## config.mk

```make
export PLATFORM = sky130hd
export DESIGN_NAME = lsq_lazy_drain
export DESIGN_NICKNAME = d
export VERILOG_FILES = /design/src/rtl/lsq_pkg.sv /design/src/rtl/lsq_entry_bank.sv /design/src/rtl/lsq_ptr_ctrl.sv /design/src/rtl/lsq_drain_seq.sv /design/src/rtl/lsq_lazy_drain.sv
export SDC_FILE = /design/constraint.sdc
export NUM_CORES = 1
export LEC_CHECK = 0
export BUFFER_PORTS_ARGS = -buffer_cell sky130_fd_sc_hd__buf_4
export CAP_MARGIN = 40
export CORE_MARGIN = 1.5
export CORE_UTILIZATION = 45
export DETAILED_ROUTE_END_ITERATION = 10
export GPL_TIMING_DRIVEN = 0
export RECOVER_POWER = 50
export SLEW_MARGIN = 40
export SYNTH_ARGS = -nofsm -noshare
export SYNTH_HDL_FRONTEND = slang
export SYNTH_HIERARCHICAL = 1
export SYNTH_SLANG_ARGS = --single-unit
```

## constraint.sdc

```tcl
create_clock -name clk -period 3.5 [get_ports clk]
set_input_delay 0.7 -clock clk [delete_from_list [all_inputs] [get_ports clk]]
set_output_delay 0.7 -clock clk [all_outputs]
set_load 0.02 [all_outputs]
```

## src/rtl/lsq_pkg.sv

```systemverilog
package lsq_pkg;

    typedef struct packed {
        logic used;     // slot holds a resident entry
        logic is_load;  // 1 = load, 0 = store
        logic can_rm;   // committed, may be drained
        logic fwd;      // load has received its value
    } lsq_ent_t;

    typedef enum logic [1:0] {
        DR_IDLE = 2'd0,
        DR_RUN  = 2'd1,
        DR_DONE = 2'd2
    } drain_st_t;

endpackage

```

## src/rtl/lsq_entry_bank.sv

```systemverilog
module lsq_entry_bank
    import lsq_pkg::*;
#(
    parameter int DEPTH = 8,
    parameter int IDX_W = $clog2(DEPTH)
) (
    input  logic             clk,
    input  logic             rst_n,
    input  logic             alloc_do,
    input  logic             alloc_is_load,
    input  logic [IDX_W-1:0] alloc_idx,
    input  logic             commit_valid,
    input  logic [IDX_W-1:0] commit_idx,
    input  logic             fwd_valid,
    input  logic [IDX_W-1:0] fwd_idx,
    input  logic             rm_head,
    input  logic [IDX_W-1:0] head_idx,
    output lsq_ent_t         head_ent
);

    lsq_ent_t ent_q [DEPTH];

    for (genvar g = 0; g < DEPTH; g++) begin : g_ent
        lsq_ent_t e_d, e_q;

        always_comb begin
            e_d = e_q;
            if (commit_valid && commit_idx == IDX_W'(g) && e_q.used)
                e_d.can_rm = 1'b1;
            if (fwd_valid && fwd_idx == IDX_W'(g) && e_q.used && e_q.is_load)
                e_d.fwd = 1'b1;
            if (rm_head && head_idx == IDX_W'(g))
                e_d = '0;
            if (alloc_do && alloc_idx == IDX_W'(g)) begin
                e_d.used    = 1'b1;
                e_d.is_load = alloc_is_load;
                e_d.can_rm  = 1'b0;
                e_d.fwd     = 1'b0;
            end
        end

        always_ff @(posedge clk) begin
            if (!rst_n) e_q <= '0;
            else        e_q <= e_d;
        end

        assign ent_q[g] = e_q;

        // a fresh allocation is never already removable
        a_r2_alloc_clears: assert property (@(posedge clk) disable iff (!rst_n)
            (alloc_do && alloc_idx == IDX_W'(g)) |=> (e_q.used && !e_q.can_rm));
    end

    assign head_ent = ent_q[head_idx];

    // allocation never lands on a resident entry
    a_r2_slot_free: assert property (@(posedge clk) disable iff (!rst_n)
        alloc_do |-> !ent_q[alloc_idx].used);

endmodule

```

## src/rtl/lsq_ptr_ctrl.sv

```systemverilog
module lsq_ptr_ctrl #(
    parameter int DEPTH    = 8,
    parameter int LD_LIMIT = 4,
    parameter int ST_LIMIT = 4,
    parameter int IDX_W    = $clog2(DEPTH),
    parameter int CNT_W    = $clog2(DEPTH + 1)
) (
    input  logic             clk,
    input  logic             rst_n,
    input  logic             alloc_do,
    input  logic             alloc_is_load,
    input  logic             rm_head,
    input  logic             rm_is_load,
    output logic [IDX_W-1:0] head_idx,
    output logic             q_empty,
    output logic [IDX_W-1:0] alloc_idx,
    output logic [CNT_W-1:0] ld_cnt,
    output logic [CNT_W-1:0] st_cnt
);

    typedef struct packed {
        logic [IDX_W-1:0] head;
        logic [IDX_W-1:0] tail;
        logic             empty;
        logic [CNT_W-1:0] ld;
        logic [CNT_W-1:0] st;
    } ptr_t;

    ptr_t p_d, p_q;

    function automatic logic [IDX_W-1:0] step(input logic [IDX_W-1:0] i);
        return (i == IDX_W'(DEPTH - 1)) ? '0 : i + 1'b1;
    endfunction

    always_comb begin
        p_d = p_q;
        if (alloc_do) begin
            if (p_q.empty) begin
                p_d.head  = '0;
                p_d.tail  = '0;
                p_d.empty = 1'b0;
            end else begin
                p_d.tail = step(p_q.tail);
            end
            if (alloc_is_load) p_d.ld = p_q.ld + 1'b1;
            else               p_d.st = p_q.st + 1'b1;
        end else if (rm_head) begin
            if (p_q.head == p_q.tail) begin
                p_d.head  = '0;
                p_d.tail  = '0;
                p_d.empty = 1'b1;
            end else begin
                p_d.head = step(p_q.head);
            end
            if (rm_is_load) p_d.ld = p_q.ld - 1'b1;
            else            p_d.st = p_q.st - 1'b1;
        end
    end

    always_ff @(posedge clk) begin
        if (!rst_n) p_q <= '{head: '0, tail: '0, empty: 1'b1, ld: '0, st: '0};
        else        p_q <= p_d;
    end

    assign head_idx  = p_q.head;
    assign q_empty   = p_q.empty;
    assign alloc_idx = p_q.empty ? '0 : step(p_q.tail);
    assign ld_cnt    = p_q.ld;
    assign st_cnt    = p_q.st;

    // partitions never exceed their limits
    a_r4_cnt_limit: assert property (@(posedge clk) disable iff (!rst_n)
        (ld_cnt <= CNT_W'(LD_LIMIT)) && (st_cnt <= CNT_W'(ST_LIMIT)));

    // allocation and removal never coincide
    a_r8_one_op: assert property (@(posedge clk) disable iff (!rst_n)
        !(alloc_do && rm_head));

    // an empty queue holds no entries
    a_r9_empty_zero: assert property (@(posedge clk) disable iff (!rst_n)
        q_empty |-> (ld_cnt == '0 && st_cnt == '0));

    // removing the single resident entry empties the queue
    a_r9_last_rm: assert property (@(posedge clk) disable iff (!rst_n)
        (rm_head && !q_empty && (ld_cnt + st_cnt) == CNT_W'(1)) |=> q_empty);

endmodule

```

## src/rtl/lsq_drain_seq.sv

```systemverilog
module lsq_drain_seq
    import lsq_pkg::*;
(
    input  logic     clk,
    input  logic     rst_n,
    input  logic     start,
    input  logic     want_load,
    input  logic     head_valid,
    input  lsq_ent_t head_ent,
    input  logic     st_wr_gnt,
    output logic     rm_head,
    output logic     rm_is_load,
    output logic     st_wr_req,
    output logic     busy,
    output logic     drain_err
);

    typedef struct packed {
        drain_st_t st;
        logic      want_load;
        logic      err;
    } seq_t;

    seq_t s_d, s_q;

    always_comb begin
        s_d       = s_q;
        rm_head   = 1'b0;
        st_wr_req = 1'b0;
        unique case (s_q.st)
            DR_IDLE: begin
                if (start) begin
                    s_d.st        = DR_RUN;
                    s_d.want_load = want_load;
                end
            end
            DR_RUN: begin
                if (!head_valid || !head_ent.can_rm) begin
                    s_d.st = DR_DONE;
                end else if (!head_ent.is_load) begin
                    st_wr_req = 1'b1;
                    if (st_wr_gnt) begin
                        rm_head = 1'b1;
                        if (!s_q.want_load) s_d.st = DR_DONE;
                    end else begin
                        s_d.st = DR_DONE;
                    end
                end else if (head_ent.fwd) begin
                    rm_head = 1'b1;
                    if (s_q.want_load) s_d.st = DR_DONE;
                end else begin
                    s_d.err = 1'b1;
                    s_d.st  = DR_DONE;
                end
            end
            DR_DONE: s_d.st = DR_IDLE;
            default: s_d.st = DR_IDLE;
        endcase
    end

    always_ff @(posedge clk) begin
        if (!rst_n) s_q <= '{st: DR_IDLE, want_load: 1'b0, err: 1'b0};
        else        s_q <= s_d;
    end

    assign rm_is_load = head_ent.is_load;
    assign busy       = (s_q.st == DR_RUN);
    assign drain_err  = s_q.err;

    // nothing leaves the queue unless it was committed
    a_r5_rm_committed: assert property (@(posedge clk) disable iff (!rst_n)
        rm_head |-> (head_ent.used && head_ent.can_rm));

    // a write request always names a committed resident store
    a_r6_req_store: assert property (@(posedge clk) disable iff (!rst_n)
        st_wr_req |-> (head_ent.used && !head_ent.is_load && head_ent.can_rm));

    // a load leaves only with its value
    a_r7_load_fwd: assert property (@(posedge clk) disable iff (!rst_n)
        (rm_head && head_ent.is_load) |-> head_ent.fwd);

    // the error flag is sticky
    a_r7_err_sticky: assert property (@(posedge clk) disable iff (!rst_n)
        drain_err |=> drain_err);

endmodule

```

## src/rtl/lsq_lazy_drain.sv

```systemverilog
module lsq_lazy_drain
    import lsq_pkg::*;
#(
    parameter int DEPTH    = 8,
    parameter int LD_LIMIT = 4,
    parameter int ST_LIMIT = 4,
    parameter int IDX_W    = $clog2(DEPTH),
    parameter int CNT_W    = $clog2(DEPTH + 1)
) (
    input  logic             clk,
    input  logic             rst_n,
    input  logic             alloc_req,
    input  logic             alloc_is_load,
    output logic             alloc_full,
    output logic             alloc_grant,
    output logic [IDX_W-1:0] alloc_idx,
    input  logic             commit_valid,
    input  logic [IDX_W-1:0] commit_idx,
    input  logic             fwd_valid,
    input  logic [IDX_W-1:0] fwd_idx,
    output logic             st_wr_req,
    output logic [IDX_W-1:0] st_wr_idx,
    input  logic             st_wr_gnt,
    output logic             drain_err,
    output logic [CNT_W-1:0] ld_cnt,
    output logic [CNT_W-1:0] st_cnt
);

    logic             type_full;
    logic             rm_head, rm_is_load, busy, q_empty;
    logic [IDX_W-1:0] head_idx;
    lsq_ent_t         head_ent;

    assign type_full   = alloc_is_load ? (ld_cnt == CNT_W'(LD_LIMIT))
                                       : (st_cnt == CNT_W'(ST_LIMIT));
    assign alloc_full  = alloc_req && type_full;
    assign alloc_grant = alloc_req && !type_full && !busy;
    assign st_wr_idx   = head_idx;

    lsq_ptr_ctrl #(
        .DEPTH(DEPTH), .LD_LIMIT(LD_LIMIT), .ST_LIMIT(ST_LIMIT),
        .IDX_W(IDX_W), .CNT_W(CNT_W)
    ) u_ptr (
        .clk(clk), .rst_n(rst_n),
        .alloc_do(alloc_grant), .alloc_is_load(alloc_is_load),
        .rm_head(rm_head), .rm_is_load(rm_is_load),
        .head_idx(head_idx), .q_empty(q_empty), .alloc_idx(alloc_idx),
        .ld_cnt(ld_cnt), .st_cnt(st_cnt)
    );

    lsq_entry_bank #(.DEPTH(DEPTH), .IDX_W(IDX_W)) u_bank (
        .clk(clk), .rst_n(rst_n),
        .alloc_do(alloc_grant), .alloc_is_load(alloc_is_load), .alloc_idx(alloc_idx),
        .commit_valid(commit_valid), .commit_idx(commit_idx),
        .fwd_valid(fwd_valid), .fwd_idx(fwd_idx),
        .rm_head(rm_head), .head_idx(head_idx), .head_ent(head_ent)
    );

    lsq_drain_seq u_seq (
        .clk(clk), .rst_n(rst_n),
        .start(alloc_full), .want_load(alloc_is_load),
        .head_valid(!q_empty), .head_ent(head_ent), .st_wr_gnt(st_wr_gnt),
        .rm_head(rm_head), .rm_is_load(rm_is_load), .st_wr_req(st_wr_req),
        .busy(busy), .drain_err(drain_err)
    );

    // no grant into a full partition
    a_r4_no_grant_full: assert property (@(posedge clk) disable iff (!rst_n)
        alloc_full |-> !alloc_grant);

    // commit marks alone leave the occupancy untouched
    a_r3_commit_keeps_cnt: assert property (@(posedge clk) disable iff (!rst_n)
        (commit_valid && !alloc_grant && !rm_head) |=> ($stable(ld_cnt) && $stable(st_cnt)));

    // a refused write frees nothing
    a_r6_refused_keeps: assert property (@(posedge clk) disable iff (!rst_n)
        (st_wr_req && !st_wr_gnt) |=> $stable(st_cnt));

endmodule

```

# After elaboration in Yosys (flattened, before gate mapping)
# Index checks and enable logic that the tools add are counted.
dict set report op_classes {
  add_sub_neg 6
  magnitude_cmp 1
  eq_ne 40
  n_mux 64
  bitwise_logic 4
  n_reduce_logical 94
}
# operator count
set op_table {}
lappend op_table {{$mux 4} 21}
lappend op_table {{$logic_and 1x1->1} 59}
lappend op_table {{$eq 3x3->1 const B} 17}
lappend op_table {{$mux 15} 2}
lappend op_table {{$mux 1} 25}
lappend op_table {{$eq 3x2->1 const B} 8}
lappend op_table {{$mux 3} 8}
lappend op_table {{$reduce_or 3->1} 8}
lappend op_table {{$reduce_bool 2->1} 11}
lappend op_table {{$bmux 4 s3} 1}
lappend op_table {{$eq 3x1->1 const B} 4}
lappend op_table {{$logic_not 3->1} 4}
lappend op_table {{$mux 2} 6}
lappend op_table {{$ne 2x2->1 const B} 5}
lappend op_table {{$reduce_and 3->1} 3}
lappend op_table {{$add 4x1->4 const B} 2}
lappend op_table {{$eq 4x3->1 const B} 2}
lappend op_table {{$sub 4x1->4 const B} 2}
lappend op_table {{$add 3x1->3 const B} 2}
lappend op_table {{$reduce_and 2->1} 3}
lappend op_table {{$ne 5x4->1 const B} 1}
lappend op_table {{$ne 5x5->1 const B} 1}
lappend op_table {{$ge 4x4->1 const B} 1}
lappend op_table {{$not 3->4} 1}
lappend op_table {{8 further kinds} 12}
dict set report word_totals {
  regBits 51
  inputBits 13
  out_inout_bits 18
  word_cells 249
}

# Logic depth before layout (Yosys ltp)
# Gate-level depths: netlist of the first run.
dict set report logic_depth {
  ltp_word 11
  mapped_depth 11
  depth_no_buf 9
}

# By module
# The synthesis of the first run kept the hierarchy.
# mod n_inst cells_per_inst area_per_inst_um2 seq_area_each_um2
set modules_own_cells {}
lappend modules_own_cells {lsq_entry_bank 1 153 1592.8 640.6}
lappend modules_own_cells {lsq_ptr_ctrl 1 110 1023.5 300.3}
lappend modules_own_cells {lsq_drain_seq 1 20 224.0 80.1}
lappend modules_own_cells {lsq_lazy_drain 1 6 51.3 0.0}

# Worst setup path after synthesis of the first run
# OpenSTA, ideal clock, no wires.
dict set report synth_path {
  path_type {in2reg}
  start {input port alloc_is_load}
  end {register u_ptr.p_q (netlist bit u_ptr/ld_cnt[3])}
  setup_ps 79
  arrival_time_ps 3269
  t_required_ps 3421
  path_slack_ps 152
  path_stages 10
  n_path_buf 1
  path_cell_list {nand4bb_1 -> o22ai_2 -> nor3b_1 -> buf_6 -> inv_1 -> ha_1 -> a21o_2 -> a21oi_2 -> or4b_1 -> o211ai_1}
}
dict set report synth_between {
  elab_chain_len 6
  word_cells_on_any_way 9
  classes_between {eq/ne (1); mux (2); reduce/logical (6)}
}
# item line_no
set synth_rtl {}
lappend synth_rtl {{start, declared} lsq_lazy_drain.sv:13} ;# input logic alloc_is_load,
lappend synth_rtl {{$mux 1 (*)} lsq_lazy_drain.sv:34} ;# assign type_full = alloc_is_load ? (ld_cnt == CNT_W'(LD_LIMIT))
lappend synth_rtl {{$logic_not 1->1 (*)} lsq_lazy_drain.sv:37} ;# assign alloc_grant = alloc_req && !type_full && !busy;
lappend synth_rtl {{$logic_and 1x1->1 (*) (2 in series)} lsq_lazy_drain.sv:37}
lappend synth_rtl {{via alloc_grant} lsq_lazy_drain.sv:15} ;# output logic alloc_grant,
lappend synth_rtl {{$ne 2x2->1 (no source line) or $reduce_bool 2->1 (tied branches)} -}
lappend synth_rtl {{$reduce_and 3->1 (no source line)} -}
lappend synth_rtl {{end signal, assigned} lsq_ptr_ctrl.sv:61} ;# if (!rst_n) p_q <= '{head: '0, tail: '0, empty: 1'b1, ld: '0, st: '0};
lappend synth_rtl {{end signal, assigned} lsq_ptr_ctrl.sv:62} ;# else p_q <= p_d;
lappend synth_rtl {{end, declared} lsq_ptr_ctrl.sv:29} ;# ptr_t p_d, p_q;
# Mark *: on every way through the listed nets, which the timed path passes. The rest lies on a longest branch.
# A chain may end at the register's enable or synchronous reset.

==> impl_metrics.py, run 1 <==
metrics = {
    "cts": {
        "htreeDepth": 2,
        "tritoncts": "built",
        "ctsResizeCount": 0,
        "worst_setup_hold_path_clk_slew_ns": 0.09,
        "tritoncts.num_buffers": 5,
        "cts_num_sinks": 51,
        "clockRootBuffer": "sky130_fd_sc_hd__clkbuf_8",
        "post_cts.repair.setup_buffers": 0,
        "clkLatencyLatePin_ns": 0.30,
        "clockBufferDepth": 2,
        "cts.hold.buffers_added": 0,
    },
    "layout": {
        "final.fill_count": 567,
        "ff_latch_area_mm2": 0.00102,
        "final_core_utilization_pct": 53.7,
        "layoutNonFillerInstCount": 398,
        "area_overhead_vs_synth_pct": 13.7,
        "final_layout_size_suffix_gt1_share_pct": 18.6,
        "area_of_the_multi_input_gates_mm2": 0.00163,
        "antenna_cells": 0,
        "finalNetCount": 346,
    },
    "placed_design": {
        "place.gp.congestion": 0.776,
        "dp.cells": 391,
        "preCtsSetupSlack_ns": 0.242,
        "detailedPlacementHpwl_um": 5010,
        "portBuffers": 30,
    },
    "job": {
        "drv.max_cap_violation_count": 0,
    },
    "global_routing": {
        "via_count_of_the_first_global_routing_pass": 2128,
        "grt_antenna_before_repair": 0,
        "global_route.peak_usage_layer": "met2",
        "gr-usage-met1_pct": 29.8,
        "groute.layer.met3.usage_pct": 3.41,
        "grt_first_pass_wirelength_um": 10400,
        "grt_max_degree": 16,
        "globalRouteOverflowTotal": 0,
        "groute.layer.met2.usage_pct": 31.5,
        "grt_util_all_layers_pct": 20.4,
    },
    "synthesis": {
        "synth_warnings": 6,
        "mappedNetlistArea_mm2": 0.00283,
        "net_count_after_synthesis": 309,
        "syn_inst": 286,
        "syn_area_per_cell_um2": 9.90,
    },
    "drt": {
        "viasPerCell": 5.62,
        "first_iteration_detailed_routing_drc_count": 108,
        "ant_nets": 0,
        "drc": 0,
        "routed_wirelength_um": 6280,
        "num_vias": 2237,
        "firstDrtPassIters": 5,
        "detail_route.wl_per_cell_um": 15.8,
    },
    "worst_setup_path": {
        "cp-start-kind": "flop",
        "cp_data_required_time_ns": 3.69,
        "setup.worst_path.end_class": "flop",
        "worstSetupPathType": "flop to flop",
        "critPathTopFamily": "simple AND/OR/NAND/NOR gates",
        "crit_cells": 10,
        "critical_path.cell_chain": "buf_4 > buf_6 > buf_8 > mux4_1 > mux2_2 > mux2i_1 > nor2_2 > or4b_1 > nand4_1 > o21ai_0",
        "cp_data_arrival_time_ns": 3.45,
        "worst_path_max_delay_cell": "sky130_fd_sc_hd__mux4_1",
        "r2r_cells": 10,
        "critical-path-max-stage-delay_ns": 0.57,
        "highest_fanout_seen_on_the_critical_path": 14,
        "setup.reg_to_reg.worst_slack_ns": 0.24,
        "cp.buffers_inverters": 3,
    },
    "floorplan": {
        "num_rows": 28,
        "num_ports": 31,
        "chipWidth_um": 82.3,
        "placeable_core_region_mm2": 0.00599,
        "fp.dieH_um": 82.3,
        "die-area_mm2": 0.00678,
        "initial_core_utilization_pct": 47.3,
    },
    "min_path": {
        "whs_path_depth": 1,
        "min_path_type": "flop to flop",
    },
    "sta": {
        "worst_slack_ns": 0.239,
        "period_needed_ns": 3.26,
        "layout_worst_path_cycle_share_pct": 93.2,
        "normalized_max_slew_margin_pct": 55.9,
        "max_freq_ghz": 0.307,
        "fin_worst_skew_ns": 0.00930,
        "final_setup_violation_count": 0,
        "finalHoldViolations": 0,
        "actual_slew_at_the_worst_max_slew_pin_ns": 0.661,
        "rsz0062_at_grt": "false",
        "timing.final.max_slew_violations": 0,
    },
    "power_and_ir_drop": {
        "totalPowerFinal_mw": 1.22,
        "pwr_density_cell_mw_per_mm2": 377,
        "ir_worst_vdd_mv": 0.243,
        "cellLeakagePower_nw": 1.34,
    },
    "run_status": {
        "status": "finished, final reports clean",
    },
}
## through the flow
stage / hold slack [ns] / area [um^2] / TNS (ns)
2_1_floorplan: 0.428 / 2830 / 0
3_3_place_gp: 0.447 / 3150 / -0.145
3_5_place_dp: 0.454 / 3160 / 0
4_1_cts: 0.475 / 3260 / 0
5_1_grt: 0.493 / 3220 / 0
6_report: 0.471 / 3220 / 0
## where the power goes
group / switching, mW / total [mW] / internal (mW) / leakage [nW]
combinational: 0.107 / 0.199 / 0.0914 / 0.874
clock: 0.191 / 0.401 / 0.209 / 0.0502
sequential: 0.0191 / 0.616 / 0.597 / 0.413
total: 0.318 / 1.22 / 0.897 / 1.34
## area by class of cell
cell class / count / area share (%)
multi-input cells: 208 / 50.6
clock buffers: 5 / 2.14
well taps: 75 / 2.91
inverters: 5 / 0.583
plain buffers: 22 / 4.35
repair buffers: 30 / 6.53
flip-flops and latches: 51 / 31.7
clock inverters: 2 / 1.17
## metal layers
metal	wire (um)	part of all wire [%]	vias to the layer above
li1	-	-	1141
met1	3260	52	1052
met4	36	0.57	0
met5	0	0	-
met3	258	4.1	4
met2	2720	43	40
## final timing paths
| kind | start | endpoint |
|---|---|---|
| worst max register to register | u_ptr/head_idx[0] | u_bank/ent_q[30] |
| worst min-delay path | u_seq/drain_err | u_seq/drain_err |
| worst min register to register | u_seq/drain_err | u_seq/drain_err |
| worst max-delay path | u_ptr/head_idx[0] | u_bank/ent_q[30] |
## registers in the layout (all words and copies together) (netlist names)
name             flops
u_ptr/head_idx       3
u_bank/ent_q        32
u_seq/s_q            3
u_ptr/p_q            3
u_ptr/st_cnt         4
u_ptr/q_empty        1
u_ptr/ld_cnt         4
u_seq/drain_err      1
## cells in the final DEF, fill, tap and decap left out, drive strengths merged, types with 6 or more instances in the layout
master,instances
and2,7
dfxtp,51
a31oi,6
clkbuf,24
xnor2,6
buf,33
o21ai,9
nand3,11
ha,8
a21boi,7
nand3b,6
nand2,17
a41oi,10
nor2b,16
nor2,27
nand4,8
mux4,6
nand4b,8
## worst register-to-register path: cells and delay by family, from the launching register on
kind / cells / cell delay (ns)
DFF: 1 / 0.44
muxes: 3 / 1.04
buffers and inverters: 3 / 0.41
AOI/OAI and AO/OA: 1 / 0.08
and+or+nand+nor: 3 / 1.19
Power figures use the tool's default switching activity.
==> run 2, diff against run 1 <==
CORE_UTILIZATION = 40   (was 45)
SLEW_MARGIN = unset   (was 40)
==> run 2 against run 1 <==
Effect of this change: fmax is 0.60% higher; sequential share of layout area is 0.098 points lower; critical path depth is 1 higher; worst hold slack worse by 0.0048 ns; routed wire length is 0.72% higher; non-clock buffer count is 2 higher; clock power hardly changed.
==> impl_metrics.py, run 2 (synthesis gave the netlist of run 1 again) <==
metrics = {
    "run_status": {
        "status": "finished, final reports clean",
    },
    "sta": {
        "actual_slew_at_the_worst_max_slew_pin_ns": 0.589,
        "rsz0062_at_grt": "false",
        "normalized_max_slew_margin_pct": 60.7,
        "finalHoldViolations": 0,
        "timing.setup.tns_ns": 0,
        "fin_worst_skew_ns": 0.0120,
        "timing.final.max_slew_violations": 0,
        "max_freq_ghz": 0.309,
        "layout_worst_path_cycle_share_pct": 92.6,
        "final_setup_violation_count": 0,
        "period_needed_ns": 3.24,
    },
    "cts": {
        "clockBufferDepth": 2,
        "cts_num_sinks": 51,
        "post_cts.repair.setup_buffers": 0,
        "clockRootBuffer": "sky130_fd_sc_hd__clkbuf_8",
        "tritoncts": "built",
        "clkLatencyLatePin_ns": 0.31,
        "htreeDepth": 2,
        "tritoncts.num_buffers": 5,
        "worst_setup_hold_path_clk_slew_ns": 0.10,
        "ctsResizeCount": 0,
        "cts.hold.buffers_added": 0,
    },
    "floorplan": {
        "die-area_mm2": 0.00759,
        "placeable_core_region_mm2": 0.00683,
        "chipWidth_um": 87.1,
        "num_rows": 30,
        "initial_core_utilization_pct": 41.4,
        "num_ports": 31,
        "fp.dieH_um": 87.1,
    },
    "drt": {
        "routed_wirelength_um": 6320,
        "num_vias": 2250,
        "viasPerCell": 5.34,
        "firstDrtPassIters": 4,
        "first_iteration_detailed_routing_drc_count": 125,
        "drc": 0,
        "detail_route.wl_per_cell_um": 15.0,
        "ant_nets": 0,
    },
    "layout": {
        "area_overhead_vs_synth_pct": 14.1,
        "stdcell_area_mm2": 0.00323,
        "final_layout_size_suffix_gt1_share_pct": 17.8,
        "largest_register_ffs": 32,
        "layoutNonFillerInstCount": 421,
        "finalNetCount": 348,
        "final.fill_count": 688,
        "antenna_cells": 0,
        "mostFrequentLayoutCell": "sky130_fd_sc_hd__dfxtp_1",
        "final_cell_mix": "sky130_fd_sc_hd__dfxtp_1 (51), sky130_fd_sc_hd__buf_4 (29), sky130_fd_sc_hd__nor2_1 (26)",
    },
    "worst_setup_path": {
        "worstSetupPathType": "flop to flop",
        "critPathTopFamily": "multiplexers",
        "worst_path_max_delay_cell": "sky130_fd_sc_hd__mux4_1",
        "critical_path.cell_chain": "buf_4 > buf_6 > buf_8 > mux4_1 > mux2_2 > mux2i_1 > nor2_1 > nor3b_1 > nor2_2 > xnor2_1 > and2_1",
        "highest_fanout_seen_on_the_critical_path": 9,
        "cp.buffers_inverters": 3,
        "setup.worst_path.end_class": "flop",
        "cp-start-kind": "flop",
        "cp_data_arrival_time_ns": 3.45,
        "cp_data_required_time_ns": 3.71,
        "critical-path-max-stage-delay_ns": 0.61,
    },
    "power_and_ir_drop": {
        "cellLeakagePower_nw": 1.31,
        "pwr_density_cell_mw_per_mm2": 377,
        "ir_worst_vdd_mv": 0.171,
    },
    "job": {
        "drv.max_cap_violation_count": 0,
    },
    "placed_design": {
        "detailedPlacementHpwl_um": 4900,
        "place.gp.congestion": 0.802,
        "dp.cells": 414,
        "postPlaceCellArea_mm2": 0.00319,
        "portBuffers": 30,
    },
    "global_routing": {
        "grt_util_all_layers_pct": 17.7,
        "globalRouteOverflowTotal": 0,
        "grt_max_degree": 15,
        "grt_antenna_before_repair": 0,
        "grt_first_pass_wirelength_um": 10400,
        "via_count_of_the_first_global_routing_pass": 2113,
    },
    "min_path": {
        "min_path_type": "flop to flop",
    },
}
==> run 2: cell types whose count changed in the layout (fill, tap and decap cells not counted), sizes merged <==
cell / before / now
clkbuf: 24 / 26
clkinvlp: 1 / 0
buf: 33 / 34
==> run 2: path summary, 6_finish.rpt <==
| check | from | end | slack, ns | cells after the start |
|---|---|---|---|---|
| hold / removal | u_bank/ent_q[25] | u_bank/ent_q[25] | 0.47 | 2 |
| setup / recovery | u_ptr/head_idx[0] | u_ptr/st_cnt[0] | 0.26 | 11 |
| hold reg to reg | u_bank/ent_q[25] | u_bank/ent_q[25] | 0.47 | 2 |
| setup reg to reg | u_ptr/head_idx[0] | u_ptr/st_cnt[0] | 0.26 | 11 |
==> run 2: per-stage QoR <==
step	power [mW]	worst slack, ns	hold WS, ns	utilization (%)
6_report	1.22	0.259	0.467	47.3
5_1_grt	1.28	0.0706	0.502	47.3
4_1_cts	1.24	0.209	0.470	48.2
3_5_place_dp	0.837	0.250	0.450	46.7
3_3_place_gp	0.834	-0.165	0.447	46.5
2_1_floorplan	0.769	0.152	0.428	-
==> run 2: power breakdown <==
| group | internal (mW) | total (mW) | switching (mW) |
|---|---|---|---|
| Combinational | 0.0915 | 0.199 | 0.108 |
| Sequential | 0.597 | 0.616 | 0.0197 |
| Clock | 0.210 | 0.401 | 0.191 |
==> run 2: layout make-up <==
class	count	area, um^2	area share (%)
Buffer	22	144	4.46
Inverter	5	18.8	0.581
Clock inverter	1	30.0	0.930
Timing Repair Buffer	32	221	6.86
Multi-Input combinational cell	208	1600	49.6
Clock buffer	6	72.6	2.25
Sequential cell	51	1020	31.6
Tap cell	96	120	3.72
==> run 2: worst register-to-register path: stages (launching register included) <==
cell	delay, ns
sky130_fd_sc_hd__dfxtp_1	0.43
sky130_fd_sc_hd__buf_4	0.15
sky130_fd_sc_hd__buf_6	0.12
sky130_fd_sc_hd__buf_8	0.14
sky130_fd_sc_hd__mux4_1	0.61
sky130_fd_sc_hd__mux2_2	0.35
sky130_fd_sc_hd__mux2i_1	0.13
sky130_fd_sc_hd__nor2_1	0.27
sky130_fd_sc_hd__nor3b_1	0.55
sky130_fd_sc_hd__nor2_2	0.10
sky130_fd_sc_hd__xnor2_1	0.14
sky130_fd_sc_hd__and2_1	0.15
==> run 2: per-layer routing <==
metal | wire length (um) | share of wire, % | track usage (%)
met1 | 3190 | 50 | 25.9
met2 | 2850 | 45 | 27.5
met3 | 239 | 3.8 | 2.75
met4 | 40 | 0.63 | 3.90
met5 | 0 | 0 | 0
==> run 3, diff against run 2 <==
CORE_MARGIN = 2   (was 1.5)
==> run 3 against run 2 <==
Effect of this change: count of clock-buffer cells in the layout is 2 higher; via count is 1.7% higher; sequential share of layout area is 0.086 points lower; routed wire length is 4.1% higher; total power is 1.8% lower; largest cell class unchanged; clock power is 5.7% lower; fmax is 2.3% higher; sequential power hardly changed; combinational power hardly changed.
==> impl_metrics.py, run 3 (synthesis gave the netlist of run 1 again) <==
metrics = {
    "run_status": {
        "status": "finished, final reports clean",
    },
    "floorplan": {
        "num_ports": 31,
        "initial_core_utilization_pct": 41.4,
        "placeable_core_region_mm2": 0.00683,
        "fp.dieH_um": 88.1,
        "num_rows": 30,
        "die-area_mm2": 0.00777,
        "chipWidth_um": 88.1,
    },
    "power_and_ir_drop": {
        "pwr_density_cell_mw_per_mm2": 369,
        "combPwrFrac_pct": 16.9,
        "ir_worst_vdd_mv": 0.225,
        "cellLeakagePower_nw": 1.31,
        "p_int_mw": 0.870,
        "netSwitchingPower_mw": 0.325,
        "power.switching_fraction_pct": 27.2,
        "share_clk_of_total_power_pct": 31.6,
        "seq_power_share_pct": 51.5,
    },
    "cts": {
        "clkLatencyLatePin_ns": 0.30,
        "worst_setup_hold_path_clk_slew_ns": 0.09,
        "clockRootBuffer": "sky130_fd_sc_hd__clkbuf_8",
        "tritoncts.num_buffers": 5,
        "cts.hold.buffers_added": 0,
        "cts_num_sinks": 51,
        "clockBufferDepth": 2,
        "tritoncts": "built",
        "htreeDepth": 2,
    },
    "worst_setup_path": {
        "r2r_start": "u_ptr/head_idx[0]",
        "highest_fanout_seen_on_the_critical_path": 10,
        "startpoint": "alloc_is_load",
        "r2r_cells": 11,
        "crit-reg2reg-capture": "u_bank/ent_q[28]",
        "cp_data_arrival_time_ns": 3.41,
        "worst_path_max_delay_cell": "sky130_fd_sc_hd__or4b_1",
        "critPathMostFrequentCell": "sky130_fd_sc_hd__or4b_1",
        "worstSetupPathType": "input pin to flop",
        "cp.buffers_inverters": 4,
        "crit_cells": 12,
        "setup.worst_path.end_class": "flop",
        "worst_setup_path_endpoint": "u_ptr/ld_cnt[3]",
        "cp_data_required_time_ns": 3.74,
        "cp-start-kind": "input pin",
        "critical_path.cell_chain": "buf_4 > or4b_1 > o22ai_1 > nor3b_1 > buf_2 > buf_6 > inv_1 > ha_1 > a21o_2 > a21oi_2 > or4b_1 > o211ai_1",
        "setup.reg_to_reg.worst_slack_ns": 0.34,
        "critical-path-max-stage-delay_ns": 0.53,
        "critPathTopFamily": "simple AND/OR/NAND/NOR gates",
    },
    "placed_design": {
        "dp.cells": 414,
        "detailedPlacementHpwl_um": 5140,
        "portBuffers": 30,
        "place.gp.congestion": 0.789,
    },
    "drt": {
        "viasPerCell": 5.42,
        "firstDrtPassIters": 4,
        "num_vias": 2288,
        "first_iteration_detailed_routing_drc_count": 138,
        "detail_route.wl_per_cell_um": 15.6,
        "drc": 0,
        "ant_nets": 0,
        "routed_wirelength_um": 6580,
    },
    "sta": {
        "period_needed_ns": 3.17,
        "timing.final.max_slew_violations": 0,
        "fin_worst_skew_ns": 0.00751,
        "max_freq_ghz": 0.315,
        "actual_slew_at_the_worst_max_slew_pin_ns": 0.544,
        "finalHoldViolations": 0,
        "layout_worst_path_cycle_share_pct": 90.6,
        "final_setup_violation_count": 0,
        "normalized_max_slew_margin_pct": 63.2,
        "rsz0062_at_grt": "false",
        "worst_hold_slack_ns": 0.471,
    },
    "layout": {
        "final_cell_mix": "sky130_fd_sc_hd__dfxtp_1 (51), sky130_fd_sc_hd__buf_4 (29), sky130_fd_sc_hd__nor2_1 (25)",
        "layoutNonFillerInstCount": 422,
        "final_layout_size_suffix_gt1_share_pct": 19.0,
        "finalNetCount": 348,
        "antenna_cells": 0,
        "mostFrequentLayoutCell": "sky130_fd_sc_hd__dfxtp_1",
        "largest_register_ffs": 32,
        "area_overhead_vs_synth_pct": 14.4,
    },
    "global_routing": {
        "via_count_of_the_first_global_routing_pass": 2148,
        "grt_first_pass_wirelength_um": 10700,
        "grt_antenna_before_repair": 0,
        "grt_util_all_layers_pct": 18.1,
        "globalRouteOverflowTotal": 0,
        "grt_max_degree": 15,
    },
    "job": {
        "drv.max_cap_violation_count": 0,
    },
    "min_path": {
        "min_path_type": "flop to flop",
    },
}
==> run 3: cell types whose count changed in the layout (fill, tap and decap cells not counted) <==
cell                        delta
sky130_fd_sc_hd__clkbuf_8      +2
sky130_fd_sc_hd__a21oi_1       -1
sky130_fd_sc_hd__a21oi_2       +1
sky130_fd_sc_hd__buf_2         +1
sky130_fd_sc_hd__buf_6         -1
sky130_fd_sc_hd__bufinv_16     -1
sky130_fd_sc_hd__clkbuf_1      -1
sky130_fd_sc_hd__clkbuf_4      +1
sky130_fd_sc_hd__nand3b_1      +1
sky130_fd_sc_hd__nand3b_2      -1
sky130_fd_sc_hd__nor2_1        -1
sky130_fd_sc_hd__nor2_2        +1
sky130_fd_sc_hd__nor3b_1       -1
sky130_fd_sc_hd__nor3b_4       +1
==> run 3: metrics by stage <==
stage          area, um^2  setup TNS [ns]  worst slack, ns  total power [mW]  util, %
2_1_floorplan        2830               0            0.152             0.769        -
3_3_place_gp         3180          -0.345           -0.246             0.833     46.5
3_5_place_dp         3190               0            0.102             0.838     46.7
4_1_cts              3290               0            0.151              1.22     48.2
5_1_grt              3240               0            0.143              1.25     47.4
6_report             3240               0            0.330              1.19     47.4
==> run 3: how the worst min path moves through the flow <==
stage / from / to / slack [ns] / depth (start not counted)
4_1_cts: u_seq/drain_err / u_seq/drain_err / 0.48 / 1
2_1_floorplan: u_bank/ent_q[25] / u_bank/ent_q[25] / 0.43 / 2
6_report: u_seq/drain_err / u_seq/drain_err / 0.47 / 1
5_1_grt: u_seq/drain_err / u_seq/drain_err / 0.49 / 1
3_5_place_dp: u_bank/ent_q[0] / u_bank/ent_q[0] / 0.45 / 2
3_3_place_gp: u_bank/ent_q[9] / u_bank/ent_q[9] / 0.44 / 2
==> run 3: per-layer routing <==
layer / GRT usage [%] / routed length (um) / up-vias
met1: 26.6 / 3290 / 1096
met5: 0 / 0 / -
met4: 6.20 / 70 / 0
met2: 26.8 / 2950 / 46
met3: 3.11 / 272 / 4
li1: - / - / 1142
==> run 3: layout make-up <==
type | count | area, um^2
inverters | 5 | 18.8
multi-input cells | 208 | 1620
fillers | 704 | 3590
plain buffers | 22 | 140
flip-flops and latches | 51 | 1020
clock buffers | 8 | 100
well taps | 96 | 120
repair buffers | 32 | 223
==> run 3: power by group through the flow <==
| stage | clock network, mW | registers [mW] | logic, mW |
|---|---|---|---|
| after global placement | 0 | 0.630 | 0.203 |
| after CTS | 0.391 | 0.616 | 0.208 |
| after detailed placement | 0 | 0.630 | 0.208 |
| after global routing | 0.413 | 0.619 | 0.222 |
| final | 0.378 | 0.616 | 0.201 |
| after floorplan | 0 | 0.625 | 0.145 |
==> run 3: timing repair <==
item / CTS / global route
gates resized for setup: 0 / 1
endpoints found under the setup margin: 0 / 4
setup buffers: 0 / 0
==> run 3: worst reg2reg max path: cells and delay by family (launching register included) <==
kind	cells	cell delay [ns]
muxes	3	1.05
buffers and inverters	4	0.66
DFF	1	0.43
and+or+nand+nor	4	0.92
